[config.mk]
export PLATFORM = sky130hd
export DESIGN_NAME = hb_interp2x
export DESIGN_NICKNAME = d
export VERILOG_FILES = /design/src/rtl/hb_pkg.sv /design/src/rtl/hb_delay_line.sv /design/src/rtl/hb_odd_mac.sv /design/src/rtl/hb_sum_sat.sv /design/src/rtl/hb_interp2x.sv
export SDC_FILE = /design/constraint.sdc
export NUM_CORES = 2
export LEC_CHECK = 0
export BUFFER_PORTS_ARGS = -buffer_cell sky130_fd_sc_hd__buf_2
export CORE_ASPECT_RATIO = 1.2
export CORE_MARGIN = 2
export CORE_UTILIZATION = 50
export DETAILED_ROUTE_END_ITERATION = 12
export PLACE_DENSITY = 0.75
export SLEW_MARGIN = 0
export SYNTH_ARGS = -nofsm -noshare
export SYNTH_HDL_FRONTEND = slang
export SYNTH_SLANG_ARGS = --single-unit
[constraint.sdc]
create_clock -name clk -period 8.9 [get_ports clk]
set_input_delay 0 -clock clk [delete_from_list [all_inputs] [get_ports clk]]
set_output_delay 0 -clock clk [all_outputs]
set_load 0.01 [all_outputs]
[src/rtl/hb_pkg.sv]
package hb_pkg;

    localparam int HB_DATA_W = 16;
    localparam int HB_COEF_W = 16;
    localparam int HB_NPAIR  = 12;
    localparam int HB_SHIFT  = 14;

    // Outer half of the odd-phase coefficient set, outermost first.
    // The mirrored half uses hb_coef(2*NPAIR-1-k).
    function automatic logic signed [HB_COEF_W-1:0] hb_coef(input int k);
        case (k)
            0:       return -16'sd5;
            1:       return  16'sd18;
            2:       return -16'sd42;
            3:       return  16'sd85;
            4:       return -16'sd158;
            5:       return  16'sd272;
            6:       return -16'sd444;
            7:       return  16'sd704;
            8:       return -16'sd1106;
            9:       return  16'sd1795;
            10:      return -16'sd3295;
            11:      return  16'sd10368;
            default: return  16'sd0;
        endcase
    endfunction

endpackage

[src/rtl/hb_delay_line.sv]
module hb_delay_line #(
    parameter int DATA_W = 16,
    parameter int DEPTH  = 24
) (
    input  logic                         clk,
    input  logic                         rst,
    input  logic                         shift_en,
    input  logic [DATA_W-1:0]            din,
    output logic [DEPTH-1:0][DATA_W-1:0] taps
);

    typedef struct packed {
        logic [DEPTH-1:0][DATA_W-1:0] taps;
    } dl_state_t;

    dl_state_t st_d, st_q;

    always_comb begin
        st_d = st_q;
        if (shift_en) begin
            st_d.taps[0] = din;
            for (int i = 1; i < DEPTH; i++) begin
                st_d.taps[i] = st_q.taps[i-1];
            end
        end
    end

    always_ff @(posedge clk) begin
        if (rst) begin
            st_q <= '0;
        end else begin
            st_q <= st_d;
        end
    end

    assign taps = st_q.taps;

endmodule

[src/rtl/hb_odd_mac.sv]
module hb_odd_mac
    import hb_pkg::*;
#(
    parameter int DATA_W = 16,
    parameter int COEF_W = 16,
    parameter int NPAIR  = 12,
    parameter int NTAP   = 2 * NPAIR,
    parameter int PROD_W = DATA_W + 1 + COEF_W
) (
    input  logic                         clk,
    input  logic                         rst,
    input  logic                         win_valid,
    input  logic [NTAP-1:0][DATA_W-1:0]  taps,
    output logic                         prod_valid,
    output logic [DATA_W-1:0]            centre,
    output logic [NPAIR-1:0][PROD_W-1:0] prods
);

    localparam int PRE_W = DATA_W + 1;

    typedef struct packed {
        logic                         valid;
        logic [DATA_W-1:0]            centre;
        logic [NPAIR-1:0][PROD_W-1:0] prods;
    } mac_state_t;

    mac_state_t st_d, st_q;
    logic [NPAIR-1:0][PROD_W-1:0] prod_w;

    // One pre-adder and one constant multiplier per mirrored tap pair.
    for (genvar p = 0; p < NPAIR; p++) begin : g_pair
        localparam logic signed [COEF_W-1:0] CP = COEF_W'(hb_coef(p));
        logic signed [PRE_W-1:0]  pre;
        logic signed [PROD_W-1:0] prod;
        assign pre  = $signed({taps[p][DATA_W-1], taps[p]})
                    + $signed({taps[NTAP-1-p][DATA_W-1], taps[NTAP-1-p]});
        assign prod = pre * CP;
        assign prod_w[p] = prod;
    end

    always_comb begin
        st_d = st_q;
        st_d.valid = win_valid;
        if (win_valid) begin
            st_d.centre = taps[NPAIR];
            st_d.prods  = prod_w;
        end
    end

    always_ff @(posedge clk) begin
        if (rst) begin
            st_q <= '0;
        end else begin
            st_q <= st_d;
        end
    end

    assign prod_valid = st_q.valid;
    assign centre     = st_q.centre;
    assign prods      = st_q.prods;

endmodule

[src/rtl/hb_sum_sat.sv]
module hb_sum_sat #(
    parameter int DATA_W = 16,
    parameter int NPAIR  = 12,
    parameter int SHIFT  = 14,
    parameter int PROD_W = 33,
    parameter int ACC_W  = PROD_W + $clog2(NPAIR)
) (
    input  logic                         clk,
    input  logic                         rst,
    input  logic                         prod_valid,
    input  logic [DATA_W-1:0]            centre,
    input  logic [NPAIR-1:0][PROD_W-1:0] prods,
    output logic                         out_valid,
    output logic [DATA_W-1:0]            out_even,
    output logic [DATA_W-1:0]            out_odd
);

    localparam logic signed [ACC_W-1:0] MAX_V  = ACC_W'((64'sd1 <<< (DATA_W-1)) - 64'sd1);
    localparam logic signed [ACC_W-1:0] MIN_V  = -MAX_V - ACC_W'(1);
    localparam logic signed [ACC_W-1:0] HALF_V = ACC_W'(64'sd1 <<< (SHIFT-1));

    typedef struct packed {
        logic              valid;
        logic [DATA_W-1:0] even;
        logic [DATA_W-1:0] odd;
    } out_state_t;

    out_state_t st_d, st_q;
    logic signed [ACC_W-1:0] acc;
    logic signed [ACC_W-1:0] rnd;
    logic signed [ACC_W-1:0] scaled;
    logic [DATA_W-1:0]       sat;

    always_comb begin
        acc = '0;
        for (int i = 0; i < NPAIR; i++) begin
            acc = acc + ACC_W'($signed(prods[i]));
        end
        rnd    = acc + HALF_V;
        scaled = rnd >>> SHIFT;
        if (scaled > MAX_V) begin
            sat = MAX_V[DATA_W-1:0];
        end else if (scaled < MIN_V) begin
            sat = MIN_V[DATA_W-1:0];
        end else begin
            sat = scaled[DATA_W-1:0];
        end
    end

    always_comb begin
        st_d = st_q;
        st_d.valid = prod_valid;
        if (prod_valid) begin
            st_d.even = centre;
            st_d.odd  = sat;
        end
    end

    always_ff @(posedge clk) begin
        if (rst) begin
            st_q <= '0;
        end else begin
            st_q <= st_d;
        end
    end

    assign out_valid = st_q.valid;
    assign out_even  = st_q.even;
    assign out_odd   = st_q.odd;

endmodule

[src/rtl/hb_interp2x.sv]
module hb_interp2x
    import hb_pkg::*;
#(
    parameter int DATA_W = HB_DATA_W,
    parameter int COEF_W = HB_COEF_W,
    parameter int NPAIR  = HB_NPAIR,
    parameter int SHIFT  = HB_SHIFT
) (
    input  logic              clk,
    input  logic              rst,
    input  logic              in_valid,
    input  logic [DATA_W-1:0] in_data,
    output logic              out_valid,
    output logic [DATA_W-1:0] out_even,
    output logic [DATA_W-1:0] out_odd
);

    localparam int NTAP   = 2 * NPAIR;
    localparam int CNT_W  = $clog2(NTAP + 1);
    localparam int PROD_W = DATA_W + 1 + COEF_W;
    localparam int ACC_W  = PROD_W + $clog2(NPAIR);

    typedef struct packed {
        logic [CNT_W-1:0] fill;
        logic             win;
    } ctl_state_t;

    ctl_state_t ctl_d, ctl_q;

    logic [NTAP-1:0][DATA_W-1:0]  taps;
    logic                         prod_valid;
    logic [DATA_W-1:0]            centre;
    logic [NPAIR-1:0][PROD_W-1:0] prods;

    // The window is complete once NTAP samples have been accepted.
    always_comb begin
        ctl_d = ctl_q;
        ctl_d.win = in_valid && (ctl_q.fill >= CNT_W'(NTAP - 1));
        if (in_valid && (ctl_q.fill < CNT_W'(NTAP))) begin
            ctl_d.fill = ctl_q.fill + 1'b1;
        end
    end

    always_ff @(posedge clk) begin
        if (rst) begin
            ctl_q <= '0;
        end else begin
            ctl_q <= ctl_d;
        end
    end

    hb_delay_line #(
        .DATA_W (DATA_W),
        .DEPTH  (NTAP)
    ) i_delay (
        .clk      (clk),
        .rst      (rst),
        .shift_en (in_valid),
        .din      (in_data),
        .taps     (taps)
    );

    hb_odd_mac #(
        .DATA_W (DATA_W),
        .COEF_W (COEF_W),
        .NPAIR  (NPAIR),
        .NTAP   (NTAP),
        .PROD_W (PROD_W)
    ) i_mac (
        .clk        (clk),
        .rst        (rst),
        .win_valid  (ctl_q.win),
        .taps       (taps),
        .prod_valid (prod_valid),
        .centre     (centre),
        .prods      (prods)
    );

    hb_sum_sat #(
        .DATA_W (DATA_W),
        .NPAIR  (NPAIR),
        .SHIFT  (SHIFT),
        .PROD_W (PROD_W),
        .ACC_W  (ACC_W)
    ) i_sum (
        .clk        (clk),
        .rst        (rst),
        .prod_valid (prod_valid),
        .centre     (centre),
        .prods      (prods),
        .out_valid  (out_valid),
        .out_even   (out_even),
        .out_odd    (out_odd)
    );

endmodule

==> run_summary.xml <==
<?xml version="1.0" encoding="UTF-8"?>
<metrics>
  <group name="run_status">
    <metric name="status" unit="">finished clean</metric>
  </group>
  <group name="critical_path">
    <metric name="critPathMaxFanout" unit="">8</metric>
    <metric name="r2r-start" unit="">i_mac.prods[2]$_SDFFE_PP0P_</metric>
    <metric name="crit_path_capture_type" unit="">register</metric>
    <metric name="crit_path_frequent_cell" unit="">fa_1</metric>
    <metric name="reg2reg_slack" unit="ns">0.03</metric>
    <metric name="crit_slowest_cell" unit="">fa_1</metric>
    <metric name="setup.worst_path.class" unit="">register to register</metric>
    <metric name="cp-start-kind" unit="">register</metric>
    <metric name="cp_data_arrival_time" unit="ns">9.41</metric>
    <metric name="worst_case_reg_to_reg_path_depth" unit="">38</metric>
    <metric name="crit-reg2reg-capture" unit="">i_sum.out_odd[10]$_SDFFE_PP0P_</metric>
    <metric name="cp.required" unit="ns">9.44</metric>
    <metric name="cp_slowest_stage_delay" unit="ns">0.51</metric>
  </group>
  <group name="detailed_routing">
    <metric name="drt-pass1-iter-count" unit="">6</metric>
    <metric name="via_count" unit="">51000</metric>
    <metric name="ant_nets" unit="">0</metric>
    <metric name="totalWireLength" unit="µm">185000</metric>
    <metric name="drt_first_iter_violations" unit="">2461</metric>
    <metric name="drc" unit="">0</metric>
    <metric name="routedWlPerCell" unit="µm">19.9</metric>
    <metric name="post_drt_via_cell_ratio" unit="">5.49</metric>
  </group>
  <group name="synthesis">
    <metric name="synth-seq-cells" unit="">738</metric>
    <metric name="netlist_area" unit="µm²">68100</metric>
    <metric name="async_reset_ff_share" unit="%">0</metric>
    <metric name="seq_area_frac_synth" unit="%">21.7</metric>
    <metric name="netlist-cell-type-count" unit="">92</metric>
    <metric name="synthFlopType" unit="">dfxtp_1</metric>
    <metric name="synth_enable_flop_cells" unit="">0</metric>
    <metric name="synthesis.nets" unit="">8929</metric>
    <metric name="post_synth.cell_area_avg" unit="µm²">9.41</metric>
    <metric name="ys.warnings.count" unit="">0</metric>
    <metric name="number_of_instances_in_the_synthesized_netlist" unit="">7243</metric>
  </group>
  <group name="die">
    <metric name="initial_utilization" unit="%">50.3</metric>
    <metric name="placement_rows" unit="">148</metric>
    <metric name="core-area" unit="µm²">135000</metric>
    <metric name="dieArea" unit="µm²">139000</metric>
    <metric name="fp.dieW" unit="µm">341</metric>
    <metric name="die_y" unit="µm">408</metric>
    <metric name="design.portCount" unit="">52</metric>
  </group>
  <group name="sta">
    <metric name="final-setup-viol-count" unit="">0</metric>
    <metric name="postLayoutSetupSlackWorst" unit="ns">0.0265</metric>
    <metric name="final.min_clock_period" unit="ns">8.87</metric>
    <metric name="tightest_slew" unit="ns">1.22</metric>
    <metric name="finalHoldViolCount" unit="">0</metric>
    <metric name="slew_headroom" unit="%">16.6</metric>
    <metric name="setup_total_negative_slack" unit="ns">0</metric>
    <metric name="whs" unit="ns">0.0641</metric>
    <metric name="fin_crit_sh" unit="%">99.7</metric>
    <metric name="grt_setup_unrepaired" unit="">yes</metric>
    <metric name="timing_limited_maximum_frequency" unit="MHz">113</metric>
    <metric name="worst_case_clock_skew" unit="ns">0.0373</metric>
    <metric name="slew_violations" unit="">0</metric>
  </group>
  <group name="power_and_ir_drop">
    <metric name="power_density" unit="nW/µm²">104</metric>
    <metric name="total_switching_power" unit="µW">2020</metric>
    <metric name="comb_power_share" unit="%">9.6</metric>
    <metric name="switching_share" unit="%">25.8</metric>
    <metric name="seq_power_share" unit="%">42.5</metric>
    <metric name="vdd_ir_drop_max" unit="mV">0.139</metric>
    <metric name="clock_power_share" unit="%">47.9</metric>
    <metric name="power.static_leakage" unit="µW">0.0379</metric>
    <metric name="intPower" unit="µW">5810</metric>
  </group>
  <group name="cts">
    <metric name="path_clk_slew" unit="ns">0.06</metric>
    <metric name="clock_sink_count" unit="">738</metric>
    <metric name="cts-root-buf" unit="">clkbuf_16</metric>
    <metric name="clock_tree_from_tritoncts" unit="">yes</metric>
    <metric name="cts_buffer_depth" unit="">3</metric>
    <metric name="clk-insertion-delay-late" unit="ns">0.70</metric>
    <metric name="cts.htree.levels" unit="">3</metric>
    <metric name="numCtsBuffers" unit="">85</metric>
  </group>
  <group name="grt">
    <metric name="globalRouteTotalUtil" unit="%">26.5</metric>
    <metric name="grt_use_met1" unit="%">31.1</metric>
    <metric name="grt_pass1_vias" unit="">52600</metric>
    <metric name="gr-total-overflow" unit="">0</metric>
    <metric name="grt_start_max_net_pins" unit="">137</metric>
    <metric name="grt_most_used_layer" unit="">met2</metric>
    <metric name="grt_use_met3" unit="%">2.59</metric>
    <metric name="grt_pass1_wl" unit="µm">289000</metric>
    <metric name="grt_antenna_before_repair" unit="">1</metric>
    <metric name="grt_util_met2" unit="%">47.2</metric>
  </group>
  <group name="layout">
    <metric name="layout.core_utilization" unit="%">55.8</metric>
    <metric name="antenna-diode-count" unit="">0</metric>
    <metric name="nNetsFinal" unit="">9105</metric>
    <metric name="fillcell_total" unit="">11900</metric>
    <metric name="post_synthesis_to_final_layout_area_growth" unit="%">10.8</metric>
    <metric name="final_layout_size_suffix_gt1_share" unit="%">7.95</metric>
  </group>
  <group name="place">
    <metric name="place_worst_setup_slack" unit="ns">-0.905</metric>
    <metric name="gpl.final_weighted_congestion" unit="">0.964</metric>
    <metric name="post-dp-hpwl" unit="µm">152000</metric>
    <metric name="port-buffer-count" unit="">51</metric>
  </group>
  <group name="min_path">
    <metric name="hold_path_depth" unit="">4</metric>
    <metric name="worst_hold_startpoint" unit="">in_data[6]</metric>
    <metric name="whs_endpoint" unit="">i_delay.taps[6]$_SDFFE_PP0P_</metric>
    <metric name="hold_path.class" unit="">input port to register</metric>
  </group>
  <group name="flow_run">
    <metric name="drv_cap" unit="">0</metric>
  </group>
</metrics>
## Yosys cell counts, drive strengths merged, types with 16 or more instances
cell type  instances  area (µm²)
o31ai             21         171
nand4             25         163
a31oi             31         194
clkbuf           113         430
o41ai             16         148
xnor2            306        2680
o21a              36         270
nand2b            34         213
nor3             116         581
inv              991        3720
a21o             105         792
nor2             962        3610
a211o             17         150
or3               45         282
nor2b             51         319
a211oi            78         653
dfxtp            738       14800
nand3             80         405
ha              1083       13600
buf               76         304
xor2             111         972
nand2            187         709
or2               24         150
fa               584       11700
o21ai            144         724
mux2i            612        6130
o211ai            18         140
and3              52         325
a21oi            328        1680
and2              18         113
o21bai            60         450
## cell usage in the layout (no fill, tap or decap), types with 102 or more instances in the layout
master,count
ha_1,1054
inv_1,981
nor2_1,959
dfxtp_1,731
mux2i_1,611
fa_1,582
a21oi_1,311
xnor2_1,299
buf_4,197
nand2_1,182
o21ai_0,135
nor3_1,114
xor2_1,111
a21o_1,102
## power groups by stage
stage	Sequential (µW)	Combinational (µW)	Clock (µW)
final	3320	749	3750
after global routing	3320	817	3950
after CTS	3320	745	3830
after detailed placement	3400	733	0
after global placement	3400	716	0
after floorplan	3390	545	0
## registers in the layout, summed over array words and instances (netlist names)
register,cells
i_delay.taps,384
i_mac.prods,298
i_mac.centre,16
i_sum.out_even,16
i_sum.out_odd,16
ctl_q,6
i_mac.prod_valid,1
i_sum.out_valid,1
## through the flow
step	cell area (µm²)	power, µW	cells
after global routing	75500	8090	9283
final	75500	7830	9283
after CTS	75200	7900	9274
after floorplan	68100	3940	7243
after detailed placement	71400	4130	9093
after global placement	71400	4110	9093
## final cells by class
| cell class | instances | area [µm²] | share of cell area [%] |
|---|---|---|---|
| clock buffer | 112 | 2400 | 3.18 |
| clock inverter | 39 | 514 | 0.681 |
| inverter | 991 | 3720 | 4.93 |
| multi-input combinational | 5324 | 49700 | 65.8 |
| sequential | 738 | 14800 | 19.6 |
| tap | 1800 | 2250 | 2.98 |
| timing repair buffer | 279 | 2130 | 2.82 |
## worst max-delay path, delay by kind of cell, from the launching register on
| family | cells | cell delay (ns) |
|---|---|---|
| buf+inv | 8 | 0.80 |
| fa+ha+maj | 10 | 3.93 |
| compound gates | 16 | 2.86 |
| simple gates | 3 | 0.67 |
| flops | 1 | 0.33 |
| xor+xnor | 1 | 0.14 |
## timing repair
| item | 4_1_cts | 5_1_grt |
|---|---|---|
| buffers inserted | 10 | 10 |
| setup endpoints to repair | 16 | 15 |
| pin swaps | 108 | 48 |
| hold buffers | 19 | 0 |
| gates cloned | 1 | 1 |
| resized for setup | 94 | 44 |
| endpoints found under the hold margin | 147 | 0 |
## logic make-up (layout without fill, tap and decap cells)
| kind of cell | Yosys count | in the layout | share of synthesized area, % |
|---|---|---|---|
| fa+ha+maj | 1667 | 1667 | 37.1 |
| simple gates | 1634 | 1634 | 10.5 |
| buf+inv | 1181 | 1421 | 6.59 |
| compound gates | 984 | 984 | 9.59 |
| flops | 738 | 738 | 21.7 |
| mux | 621 | 621 | 9.14 |
| xor+xnor | 418 | 418 | 5.39 |
## metal layers
| layer | vias up | part of all wire, % |
|---|---|---|
| met5 | - | 0 |
| met4 | 0 | 6.0 |
| met3 | 387 | 3.4 |
| met2 | 961 | 50 |
| met1 | 24900 | 41 |
| li1 | 24700 | - |
## how the worst max path moves through the flow
stage	start	cells past startpoint	end	slack, ns
2_1_floorplan	i_mac.prods[3]$_SDFFE_PP0P_	35	i_sum.out_odd[11]$_SDFFE_PP0P_	0.02
3_3_place_gp	i_mac.prods[3]$_SDFFE_PP0P_	38	i_sum.out_odd[1]$_SDFFE_PP0P_	-0.80
3_5_place_dp	i_mac.prods[3]$_SDFFE_PP0P_	38	i_sum.out_odd[1]$_SDFFE_PP0P_	-0.91
4_1_cts	i_mac.prods[69]$_SDFFE_PP0P_	38	i_sum.out_odd[13]$_SDFFE_PP0P_	-0.08
5_1_grt	i_mac.prods[69]$_SDFFE_PP0P_	39	i_sum.out_odd[2]$_SDFFE_PP0P_	-0.31
6_report	i_mac.prods[2]$_SDFFE_PP0P_	38	i_sum.out_odd[10]$_SDFFE_PP0P_	0.03
Power figures use the tool's default switching activity.
